--- config.mk ---
export PLATFORM = sky130hd
export DESIGN_NAME = sflash_seq
export DESIGN_NICKNAME = d
export VERILOG_FILES = /design/src/rtl/sfq_pkg.sv /design/src/rtl/sfq_sck_gen.sv /design/src/rtl/sfq_lane_map.sv /design/src/rtl/sflash_seq.sv
export SDC_FILE = /design/constraint.sdc
export NUM_CORES = 1
export LEC_CHECK = 0
export BUFFER_PORTS_ARGS = -buffer_cell sky130_fd_sc_hd__clkbuf_2
export CAP_MARGIN = 10
export CORE_ASPECT_RATIO = 1.5
export CORE_MARGIN = 1
export CORE_UTILIZATION = 53
export CTS_CLUSTER_SIZE = 40
export DETAILED_ROUTE_END_ITERATION = 7
export PLACE_DENSITY = 0.84
export REMOVE_ABC_BUFFERS = 1
export SLEW_MARGIN = 20
export SYNTH_ARGS = -nofsm -noshare
export SYNTH_HDL_FRONTEND = slang
export SYNTH_SLANG_ARGS = --single-unit
--- constraint.sdc ---
create_clock -name clk -period 3 [get_ports clk]
set_input_delay 0 -clock clk [delete_from_list [all_inputs] [get_ports clk]]
set_output_delay 0 -clock clk [all_outputs]
set_load 0.1 [all_outputs]
--- src/rtl/sfq_pkg.sv ---
package sfq_pkg;

   typedef enum logic [2:0] {
      ST_IDLE,
      ST_CMD,
      ST_ADDR,
      ST_DUMMY,
      ST_DATA,
      ST_TAIL,
      ST_GAP
   } sfq_state_e;

   localparam logic [1:0] LN_X1 = 2'd0;
   localparam logic [1:0] LN_X2 = 2'd1;
   localparam logic [1:0] LN_X4 = 2'd2;

   // bits moved per serial clock for a lane code
   function automatic logic [2:0] lane_bits(input logic [1:0] code);
      case (code)
         LN_X2:   lane_bits = 3'd2;
         LN_X4:   lane_bits = 3'd4;
         default: lane_bits = 3'd1;
      endcase
   endfunction

   // serial clocks per byte, minus one
   function automatic logic [2:0] cyc_m1(input logic [1:0] code);
      case (code)
         LN_X2:   cyc_m1 = 3'd3;
         LN_X4:   cyc_m1 = 3'd1;
         default: cyc_m1 = 3'd7;
      endcase
   endfunction

endpackage

--- src/rtl/sfq_sck_gen.sv ---
module sfq_sck_gen #(
   parameter int CLK_DIV = 4
) (
   input  logic clk,
   input  logic rst_n,
   input  logic run_i,
   output logic sclk_o,
   output logic lead_o,
   output logic trail_o
);
   localparam int HALF  = CLK_DIV / 2;
   localparam int CNT_W = (CLK_DIV > 2) ? $clog2(CLK_DIV) : 1;

   logic [CNT_W-1:0] cnt;
   logic             sclk_q;

   assign lead_o  = run_i && (cnt == CNT_W'(HALF - 1));
   assign trail_o = run_i && (cnt == CNT_W'(CLK_DIV - 1));
   assign sclk_o  = sclk_q;

   always_ff @(posedge clk or negedge rst_n) begin
      if (!rst_n) begin
         cnt    <= '0;
         sclk_q <= 1'b0;
      end else if (!run_i) begin
         cnt    <= '0;
         sclk_q <= 1'b0;
      end else begin
         cnt <= trail_o ? '0 : cnt + 1'b1;
         if (lead_o)       sclk_q <= 1'b1;
         else if (trail_o) sclk_q <= 1'b0;
      end
   end

   // the serial clock stays low when the generator is stopped
   a_r8_stopped_low : assert property (@(posedge clk) disable iff (!rst_n)
      !run_i |=> !sclk_q);

endmodule

--- src/rtl/sfq_lane_map.sv ---
module sfq_lane_map
   import sfq_pkg::*;
(
   input  logic [7:0] sh_i,
   input  logic [1:0] lanes_i,
   input  logic       drive_i,
   input  logic [7:0] rx_sh_i,
   input  logic [3:0] io_in_i,
   output logic [3:0] io_out_o,
   output logic [3:0] io_oe_o,
   output logic [7:0] rx_next_o
);
   for (genvar g = 0; g < 4; g++) begin : g_lane
      logic x4b, x2b, x1b;
      logic x2e, x1e;
      assign x4b = sh_i[4+g];
      if (g < 2) begin : g_dual
         assign x2b = sh_i[6+g];
         assign x2e = 1'b1;
      end else begin : g_nodual
         assign x2b = 1'b0;
         assign x2e = 1'b0;
      end
      if (g == 0) begin : g_single
         assign x1b = sh_i[7];
         assign x1e = 1'b1;
      end else begin : g_nosingle
         assign x1b = 1'b0;
         assign x1e = 1'b0;
      end
      assign io_out_o[g] = drive_i & ((lanes_i == LN_X4) ? x4b :
                                      (lanes_i == LN_X2) ? x2b : x1b);
      assign io_oe_o[g]  = drive_i & ((lanes_i == LN_X4) ? 1'b1 :
                                      (lanes_i == LN_X2) ? x2e : x1e);
   end

   always_comb begin
      case (lanes_i)
         LN_X4:   rx_next_o = {rx_sh_i[3:0], io_in_i[3:0]};
         LN_X2:   rx_next_o = {rx_sh_i[5:0], io_in_i[1:0]};
         default: rx_next_o = {rx_sh_i[6:0], io_in_i[1]};
      endcase
   end

endmodule

--- src/rtl/sflash_seq.sv ---
module sflash_seq
   import sfq_pkg::*;
#(
   parameter int CLK_DIV        = 4,
   parameter int ADDR_BYTES     = 3,
   parameter int MAX_DUMMY      = 31,
   parameter int MAX_DATA_BYTES = 4096,
   localparam int ADDR_W = 8 * ADDR_BYTES,
   localparam int ALEN_W = $clog2(ADDR_BYTES + 1),
   localparam int DUM_W  = $clog2(MAX_DUMMY + 1),
   localparam int LEN_W  = $clog2(MAX_DATA_BYTES + 1)
) (
   input  logic              clk,
   input  logic              rst_n,
   input  logic              start_i,
   input  logic [7:0]        cmd_i,
   input  logic [ADDR_W-1:0] addr_i,
   input  logic [ALEN_W-1:0] alen_i,
   input  logic [1:0]        addr_lanes_i,
   input  logic [DUM_W-1:0]  dummy_i,
   input  logic [LEN_W-1:0]  dlen_i,
   input  logic [1:0]        data_lanes_i,
   input  logic              write_i,
   input  logic [7:0]        tx_data_i,
   output logic              tx_pop_o,
   output logic [7:0]        rx_data_o,
   output logic              rx_valid_o,
   output logic              busy_o,
   output logic              cs_n_o,
   output logic              sclk_o,
   output logic [3:0]        io_out_o,
   output logic [3:0]        io_oe_o,
   input  logic [3:0]        io_in_i
);
   localparam int HALF   = CLK_DIV / 2;
   localparam int WAIT_W = $clog2(2 * CLK_DIV);
   localparam int HI_W   = $clog2(2 * CLK_DIV + 1) + 1;

   if (CLK_DIV < 2 || (CLK_DIV % 2) != 0) begin : g_bad_div
      $error("sflash_seq: CLK_DIV must be even and at least 2");
   end
   if (ADDR_BYTES < 1 || ADDR_BYTES > 4) begin : g_bad_addr
      $error("sflash_seq: ADDR_BYTES must lie in 1..4");
   end
   if (MAX_DATA_BYTES < 1 || MAX_DUMMY < 1) begin : g_bad_len
      $error("sflash_seq: data and dummy limits must be positive");
   end

   sfq_state_e        state, nxt_ph;
   logic [7:0]        sh, rx_sh, rx_data;
   logic [ADDR_W-1:0] a_sh, a_align;
   logic [2:0]        bit_left;
   logic [LEN_W-1:0]  byte_left, dlen_q;
   logic [DUM_W-1:0]  dum_left, dum_q;
   logic [ALEN_W-1:0] alen_q;
   logic [1:0]        alanes_q, dlanes_q, cur_lanes;
   logic              wr_q, cs_n, rx_valid;
   logic [WAIT_W-1:0] wait_cnt;
   logic              run, lead, trail, ph_end, drive, rd_cap;
   logic [7:0]        rx_next;

   // ---------------- serial clock ----------------
   assign run = (state == ST_CMD) || (state == ST_ADDR) ||
                (state == ST_DUMMY) || (state == ST_DATA);

   sfq_sck_gen #(.CLK_DIV(CLK_DIV)) u_sck (
      .clk     (clk),
      .rst_n   (rst_n),
      .run_i   (run),
      .sclk_o  (sclk_o),
      .lead_o  (lead),
      .trail_o (trail)
   );

   // ---------------- lane mapping ----------------
   always_comb begin
      case (state)
         ST_ADDR: begin cur_lanes = alanes_q; drive = 1'b1; end
         ST_DATA: begin cur_lanes = dlanes_q; drive = wr_q; end
         ST_CMD:  begin cur_lanes = LN_X1;    drive = 1'b1; end
         default: begin cur_lanes = LN_X1;    drive = 1'b0; end
      endcase
   end

   sfq_lane_map u_lanes (
      .sh_i      (sh),
      .lanes_i   (cur_lanes),
      .drive_i   (drive),
      .rx_sh_i   (rx_sh),
      .io_in_i   (io_in_i),
      .io_out_o  (io_out_o),
      .io_oe_o   (io_oe_o),
      .rx_next_o (rx_next)
   );

   // ---------------- phase sequencing ----------------
   always_comb begin
      if (int'(alen_i) >= ADDR_BYTES) a_align = addr_i;
      else a_align = addr_i << (8 * (ADDR_BYTES - int'(alen_i)));
   end

   always_comb begin
      case (state)
         ST_CMD:   ph_end = (bit_left == 3'd0);
         ST_DUMMY: ph_end = (dum_left == '0);
         default:  ph_end = (bit_left == 3'd0) && (byte_left == '0);
      endcase
   end

   always_comb begin
      sfq_state_e after_dum, after_addr, after_cmd;
      after_dum  = (dlen_q != '0) ? ST_DATA : ST_TAIL;
      after_addr = (dum_q != '0)  ? ST_DUMMY : after_dum;
      after_cmd  = (alen_q != '0) ? ST_ADDR : after_addr;
      case (state)
         ST_CMD:   nxt_ph = after_cmd;
         ST_ADDR:  nxt_ph = after_addr;
         ST_DUMMY: nxt_ph = after_dum;
         default:  nxt_ph = ST_TAIL;
      endcase
   end

   assign rd_cap   = (state == ST_DATA) && !wr_q;
   assign tx_pop_o = trail && wr_q &&
                     ((ph_end && nxt_ph == ST_DATA) ||
                      (!ph_end && state == ST_DATA && bit_left == 3'd0));

   always_ff @(posedge clk or negedge rst_n) begin
      if (!rst_n) begin
         state     <= ST_IDLE;
         cs_n      <= 1'b1;
         sh        <= '0;
         a_sh      <= '0;
         bit_left  <= '0;
         byte_left <= '0;
         dum_left  <= '0;
         wait_cnt  <= '0;
         alen_q    <= '0;
         alanes_q  <= LN_X1;
         dlanes_q  <= LN_X1;
         dum_q     <= '0;
         dlen_q    <= '0;
         wr_q      <= 1'b0;
         rx_sh     <= '0;
         rx_data   <= '0;
         rx_valid  <= 1'b0;
      end else begin
         rx_valid <= 1'b0;
         case (state)
            ST_IDLE: begin
               if (start_i) begin
                  alen_q   <= alen_i;
                  alanes_q <= addr_lanes_i;
                  dlanes_q <= data_lanes_i;
                  dum_q    <= dummy_i;
                  dlen_q   <= dlen_i;
                  wr_q     <= write_i;
                  a_sh     <= a_align;
                  sh       <= cmd_i;
                  bit_left <= 3'd7;
                  cs_n     <= 1'b0;
                  state    <= ST_CMD;
               end
            end
            ST_CMD, ST_ADDR, ST_DUMMY, ST_DATA: begin
               if (lead && rd_cap) begin
                  rx_sh <= rx_next;
                  if (bit_left == 3'd0) begin
                     rx_data  <= rx_next;
                     rx_valid <= 1'b1;
                  end
               end
               if (trail) begin
                  if (ph_end) begin
                     state <= nxt_ph;
                     case (nxt_ph)
                        ST_ADDR: begin
                           sh        <= a_sh[ADDR_W-1 -: 8];
                           a_sh      <= a_sh << 8;
                           byte_left <= LEN_W'(alen_q) - 1'b1;
                           bit_left  <= cyc_m1(alanes_q);
                        end
                        ST_DUMMY: dum_left <= dum_q - 1'b1;
                        ST_DATA: begin
                           byte_left <= dlen_q - 1'b1;
                           bit_left  <= cyc_m1(dlanes_q);
                           if (wr_q) sh <= tx_data_i;
                        end
                        default: wait_cnt <= WAIT_W'(HALF - 1);
                     endcase
                  end else if (state == ST_DUMMY) begin
                     dum_left <= dum_left - 1'b1;
                  end else if (bit_left == 3'd0) begin
                     byte_left <= byte_left - 1'b1;
                     bit_left  <= cyc_m1(cur_lanes);
                     if (state == ST_ADDR) begin
                        sh   <= a_sh[ADDR_W-1 -: 8];
                        a_sh <= a_sh << 8;
                     end else if (wr_q) begin
                        sh <= tx_data_i;
                     end
                  end else begin
                     sh       <= sh << lane_bits(cur_lanes);
                     bit_left <= bit_left - 1'b1;
                  end
               end
            end
            ST_TAIL: begin
               if (wait_cnt == '0) begin
                  cs_n     <= 1'b1;
                  wait_cnt <= WAIT_W'(2 * CLK_DIV - 1);
                  state    <= ST_GAP;
               end else begin
                  wait_cnt <= wait_cnt - 1'b1;
               end
            end
            default: begin
               if (wait_cnt == '0) state <= ST_IDLE;
               else wait_cnt <= wait_cnt - 1'b1;
            end
         endcase
      end
   end

   assign busy_o     = (state != ST_IDLE);
   assign cs_n_o     = cs_n;
   assign rx_data_o  = rx_data;
   assign rx_valid_o = rx_valid;

   // ---------------- checks ----------------
   logic [HI_W-1:0] hi_cnt;
   always_ff @(posedge clk or negedge rst_n) begin
      if (!rst_n)                     hi_cnt <= '1;
      else if (!cs_n)                 hi_cnt <= '0;
      else if (hi_cnt != '1)          hi_cnt <= hi_cnt + 1'b1;
   end

   // chip select low only inside a busy window
   a_r2_select_busy : assert property (@(posedge clk) disable iff (!rst_n)
      !cs_n_o |-> busy_o);
   // busy drops only once chip select is high
   a_r9_busy_covers_gap : assert property (@(posedge clk) disable iff (!rst_n)
      $fell(busy_o) |-> cs_n_o);
   // minimum deselect time before reselect
   a_r9_deselect_gap : assert property (@(posedge clk) disable iff (!rst_n)
      $fell(cs_n_o) |-> (hi_cnt >= HI_W'(2 * CLK_DIV)));
   // opcode uses lane 0 only
   a_r3_cmd_one_lane : assert property (@(posedge clk) disable iff (!rst_n)
      (state == ST_CMD) |-> (io_oe_o == 4'b0001));
   // lanes released during dummy cycles
   a_r5_dummy_released : assert property (@(posedge clk) disable iff (!rst_n)
      (state == ST_DUMMY) |-> (io_oe_o == 4'b0000));
   // byte takes only in write transactions
   a_r6_pop_only_write : assert property (@(posedge clk) disable iff (!rst_n)
      tx_pop_o |-> (wr_q && !cs_n_o));
   // received bytes only in read transactions, lanes released
   a_r7_rx_only_read : assert property (@(posedge clk) disable iff (!rst_n)
      rx_valid_o |-> (!wr_q && busy_o && io_oe_o == 4'b0000));
   // serial clock idle while deselected
   a_r8_sclk_idle : assert property (@(posedge clk) disable iff (!rst_n)
      cs_n_o |-> !sclk_o);

endmodule

==> flow_summary.ini, run 1 <==
[setup_path]
critical_path_class = flip-flop to flip-flop
cp.arrival_ns = 3.09
slowest_stage = a22o_2
crit_required_ns = 3.23
crit_buf_inv = 2
critPathCaptureType = flip-flop
worstPathCellList = inv_1 -> ha_2 -> or3b_4 -> nor4b_4 -> a211o_1 -> buf_4 -> o211ai_1 -> a22o_2 -> a22o_1
cp_top_family = compound AO/OA/AOI/OAI gates
cp-start-kind = flip-flop
cpPeakStageDelay_ns = 0.46
cp_max_fo = 24

[layout]
nNetsFinal = 979
antenna_cells = 0
fin_util_pct = 68.4
area_growth_pct = 24.9
design_area_sq_um = 8260
drive_gt1_share_pct = 24.1

[yosys]
ys_types = 68
netlist_area_sq_um = 6610
ys_ff_latch = 104
synth_warnings = 0
syn_inst = 764
avgSynthCellArea_sq_um = 8.66
postSynth.asyncResetShare_pct = 100
synth_ff_type = dfrtp_1
synth_edf_count = 0
ys_seq_area_share_pct = 39.4

[pwr]
ir_drop_mv = 0.534
power_density_nw_per_um2 = 1050
p_leak_uw = 0.00361

[routing]
drt-total-wl_um = 17700
antenna_left = 0
drc = 0
dr_total_vias = 6267
routed_via_density = 5.97
first_pass_iters = 7
routedWlPerCell_um = 16.8
drt_iter0_drc = 498

[min_path]
hold_path_class = input port to flip-flop

[sta]
max_freq_ghz = 0.349
period_share_pct = 95.4
drv_slew = 0
finalHoldViolations = 0
slew_headroom_pct = 52.5
worst_pin_slew_ns = 0.713
fin_crit_ns = 2.86
finalSetupViolations = 0
rsz0062_at_grt = true
skew_ns = 0.00983

[placed_design]
gp_congestion = 0.930
place_area_sq_um = 7500
numPortBuffers = 92
hpwl_um = 12500

[clock_network]
cts_tree = done
cts_root_buf = clkbuf_16
clkTransAtPathRegs_ns = 0.07
htree_levels = 3
numCtsBuffers = 9
clock_sinks = 104
worstSkewPairLatency_ns = 0.35
clk_path_buf_depth = 2

[grt]
grt_pass1_vias = 6226
grt_usage_pct = 28.6
grt_remaining_overflow = 0
grt_pass1_wl_um = 29800
grt_max_degree = 54
antenna_found_initial = 0

[floorplan]
start_util_pct = 54.7
die_h_um = 139
core-area_sq_um = 12100
dieArea_sq_um = 12900
fp-row-count = 49
die_w_um = 93.2
io_pins = 93

[status]
status = completed

[run]
cap_violations = 0
==> cell families (layout without fill, tap and decap cells) <==
| family | count (synthesis) | count (layout) | share of synthesized area [%] |
|---|---|---|---|
| AND/OR/NAND/NOR | 266 | 266 | 19.4 |
| AO/OA/AOI/OAI | 228 | 228 | 21.9 |
| flip-flops | 104 | 104 | 39.4 |
| buffers and inverters | 78 | 211 | 4.84 |
| multiplexers | 63 | 63 | 10.3 |
| adder cells (fa/ha/maj) | 15 | 15 | 2.84 |
| XOR/XNOR | 10 | 10 | 1.32 |
==> path summary, 6_finish.rpt <==
| path | start | to | slack, ns | cells past startpoint |
|---|---|---|---|---|
| setup / recovery | byte_left[0] | a_sh[7] | 0.14 | 9 |
| hold / removal | cmd_i[1] | sh[1] | 0.02 | 4 |
| setup reg to reg | byte_left[0] | a_sh[7] | 0.14 | 9 |
| hold reg to reg | rx_data_o[0] | rx_data_o[0] | 0.48 | 2 |
| max in group asynchronous | rst_n | cs_n_o | 2.03 | 3 |
| min in group asynchronous | rst_n | wait_cnt[1] | 0.23 | 2 |
==> worst register-to-register path: cells and delay by family (launching register included) <==
kind / cells / cell delay, ns
AOI/OAI and AO/OA: 4 / 1.20
and+or+nand+nor: 2 / 0.73
DFF: 1 / 0.41
buffers and inverters: 2 / 0.22
adders and majority gates: 1 / 0.19
==> metal layers <==
layer,part of all wire [%],track usage (%),vias to the layer above
met1,40,34.5,2930
met5,0,0,-
li1,-,-,3007
met4,4.2,13.5,0
met2,51,49.5,262
met3,5.1,4.11,68
==> report_power, final <==
part	switching [uW]	internal [uW]	leakage, uW
logic	2970	1930	0.00219
registers	587	1980	0.00128
clock network	541	699	0.000146
==> cell type report <==
| type | count | area [sq um] |
|---|---|---|
| fill | 935 | 3820 |
| multi-input combinational | 582 | 3750 |
| sequential | 104 | 2600 |
| timing repair buffer | 170 | 1300 |
| clock buffer | 11 | 253 |
| tap | 153 | 191 |
| inverter | 25 | 93.8 |
| clock inverter | 5 | 63.8 |
==> stage by stage <==
stage | power (uW) | setup WS [ns] | std cells | setup TNS [ns] | hold WS (ns)
floorplan | 5740 | -0.572 | 711 | -13.65 | -0.296
global placement | 7110 | 0.0814 | 996 | 0 | 0.0893
detailed placement | 7240 | -0.0103 | 996 | -0.0131 | 0.0896
CTS | 8560 | 0.0154 | 1048 | 0 | 0.0133
global route | 9310 | -0.0182 | 1050 | -0.0182 | 0.0465
finish | 8700 | 0.137 | 1050 | 0 | 0.0211
==> cells in the final DEF, fill, tap and decap left out, types with 9 or more instances in the layout <==
| cell | n |
|---|---|
| a22oi_1 | 13 |
| dfrtp_1 | 103 |
| ha_1 | 12 |
| dlygate4sd3_1 | 36 |
| inv_1 | 25 |
| a22o_1 | 9 |
| nand3_1 | 17 |
| nor2_1 | 74 |
| mux2_2 | 40 |
| buf_12 | 11 |
| buf_4 | 38 |
| clkbuf_2 | 83 |
| clkbuf_16 | 9 |
| mux2i_1 | 21 |
| and3_1 | 9 |
| a31oi_1 | 16 |
| a221o_1 | 9 |
| nor3_1 | 14 |
| nand2_1 | 89 |
| a21oi_1 | 48 |
| o21ai_0 | 79 |
| nor2b_1 | 9 |
| nand2b_1 | 9 |
==> timing repair <==
item                       4_1_cts  5_1_grt
gates cloned                     0        0
setup endpoints to repair        9       16
pin swaps                        1        5
gates resized for setup          3       14
hold buffers                    36        0
hold endpoints to repair        87        0
buffers inserted                 0        2
==> Yosys cell counts (all sizes together), types with 10 or more instances <==
library cell | count | area (sq um)
a31oi | 16 | 100
dfrtp | 103 | 2580
o21ai | 82 | 410
a22o | 10 | 87.6
mux2 | 41 | 462
a22oi | 14 | 110
buf | 16 | 87.6
nor3 | 15 | 80.1
mux2i | 22 | 220
nand3 | 17 | 85.1
clkbuf | 37 | 139
ha | 15 | 188
a21oi | 48 | 240
inv | 25 | 93.8
nand2 | 89 | 334
nor2 | 76 | 285
==> registers in the layout (all words and copies together) (netlist names), 2 cells and up <==
register and flops:
sh 8, dlen_q 13, dlanes_q 2, u_sck.cnt 2, state 3, alanes_q 2
dum_left 5, bit_left 3, dum_q 5, rx_data_o 8, wait_cnt 3, rx_sh 7
a_sh 24, byte_left 13, alen_q 2
(Power assumes the default switching activity.)
==> inputs of run 2 (changes only) <==
Settings changed: BUFFER_PORTS_ARGS -buffer_cell sky130_fd_sc_hd__clkbuf_2 to -buffer_cell sky130_fd_sc_hd__buf_2.
==> run 2 against run 1 <==
  * Maximum frequency up 0.83%
  * Wire length increased by 1.5%
  * Clock-buffer cell count unchanged
  * Sequential share of layout area increased by 0.081 points
  * Utilization decreased by 0.18 points
  * Die area stayed put
  * Non-clock buffer count shrank 2
  * Flip-flop and latch count is the same
  * Worst setup slack gained 0.023 ns
  * Combinational power is essentially flat
  * Cell area is 0.26% lower
  * Critical endpoint is now dum_left[4]
  * Highest routed layer unchanged
==> flow_summary.ini, run 2 (same netlist as run 1, synthesis figures left out) <==
[layout]
largest-register = a_sh
largest_register_ffs = 24
layout_common_cells = dfrtp_1 (103), nand2_1 (89), buf_2 (83)
area_growth_pct = 24.6
drive_gt1_share_pct = 23.7
final_common_cell = dfrtp_1
nNetsFinal = 977
final_cells = 1047
top_regs = a_sh x24, byte_left x13, dlen_q x13
antenna_cells = 0

[sta]
finalSetupViolations = 0
fin_crit_ns = 2.84
finalHoldViolations = 0
skew_ns = 0.00586
worst_pin_slew_ns = 0.823
drv_slew = 0
hold_ws_ns = 0.0156
period_share_pct = 94.7
setup_tns_ns = 0
slew_headroom_pct = 45.1
rsz0062_at_grt = false
max_freq_ghz = 0.352

[clock_network]
cts_root_buf = clkbuf_16
worstSkewPairLatency_ns = 0.35
clkTransAtPathRegs_ns = 0.07
htree_levels = 3
cts_tree = done
clock_sinks = 104
clk_path_buf_depth = 2
numCtsBuffers = 9

[routing]
first_pass_iters = 5
drc = 0
drt-total-wl_um = 17900
dr_total_vias = 6363
routed_via_density = 6.08
antenna_left = 0
drt_iter0_drc = 520
routedWlPerCell_um = 17.1

[pwr]
pwr-share-clk_pct = 15.6
combPwrFrac_pct = 55.4
ir_drop_mv = 0.430
p_sw_uw = 4090
p_seq_share_pct = 29.0
p_leak_uw = 0.00360
internal-power_uw = 4730
switching_share_pct = 46.4
power_density_nw_per_um2 = 1070

[floorplan]
fp-row-count = 49
start_util_pct = 54.7
dieArea_sq_um = 12900
die_w_um = 93.2
io_pins = 93
core-area_sq_um = 12100
die_h_um = 139

[grt]
grt_remaining_overflow = 0
grt_max_degree = 61
grt_usage_pct = 28.9
antenna_found_initial = 0
grt_pass1_wl_um = 29900
grt_pass1_vias = 6223

[placed_design]
hpwl_um = 12600
numPortBuffers = 92
gp_congestion = 0.948
numPlacedInstances = 995

[setup_path]
crit_required_ns = 3.23
rrSetupSlack_ns = 0.16
critPathCaptureType = flip-flop
cp-start-kind = flip-flop
critical_path_class = flip-flop to flip-flop
cp_max_fo = 6
cp.arrival_ns = 3.07

[min_path]
hold_path_class = input port to flip-flop

[status]
status = completed

[run]
cap_violations = 0
[run 2: cell types whose count changed in the layout (fill, tap and decap cells not counted), sizes merged]
cell         before  now
clkbuf           94   11
dlygate4sd3      36   35
buf              51  133
bufinv            1    3
clkinvlp          3    0
[run 2: worst paths after layout]
kind | startpoint | endpoint | depth (start not counted)
max in group asynchronous | rst_n | byte_left[1] | 3
min in group asynchronous | rst_n | wait_cnt[0] | 2
hold / removal | cmd_i[1] | sh[1] | 4
setup reg to reg | byte_left[0] | dum_left[4] | 10
hold reg to reg | rx_data_o[6] | rx_data_o[6] | 2
setup / recovery | byte_left[0] | dum_left[4] | 10
[run 2: routing by layer]
layer	GRT usage [%]	routed length, um	part of all wire (%)	up-vias
li1	-	-	-	3003
met1	34.7	6930	39	2984
met2	50.4	9260	52	309
met3	3.67	966	5.4	67
met4	13.5	786	4.4	0
met5	0	0	0	-
[run 2: worst max-delay path: stages, from the launching register on]
cell,delay [ns]
dfrtp_1,0.41
inv_1,0.07
ha_2,0.19
or3b_4,0.40
nor4b_4,0.33
a211o_1,0.27
mux2i_1,0.27
ha_2,0.27
nor3b_4,0.21
a311oi_1,0.11
o32a_1,0.19
[run 2: power groups by stage]
stage	clock network [uW]	logic [uW]	registers, uW
finish	1380	4880	2560
global route	1440	5340	2630
CTS	1380	4770	2540
detailed placement	0	4680	2550
global placement	0	4580	2520
floorplan	0	3030	2710
[run 2: layout make-up]
type / instances / area, sq um
fill: 957 / 3840
timing repair buffer: 168 / 1270
clock inverter: 4 / 101
clock buffer: 11 / 243
inverter: 25 / 93.8
multi-input combinational: 582 / 3730
sequential: 104 / 2600
tap: 153 / 191
[run 2: per-stage QoR]
step	setup WS, ns	total power, uW	util (%)	cell area, sq um
after CTS	0.0265	8690	67.9	8200
after global placement	0.0940	7100	61.9	7480
after global routing	0.00632	9410	68.2	8240
after floorplan	-0.572	5740	-	6390
after detailed placement	-0.0475	7230	61.9	7480
final	0.160	8820	68.2	8240
[run 2: timing repair]
item	CTS	global route
buffers inserted	1	1
hold buffers	35	0
endpoints found under the hold margin	91	0
endpoints found under the setup margin	15	17
resized for setup	3	11
pin swaps	1	4
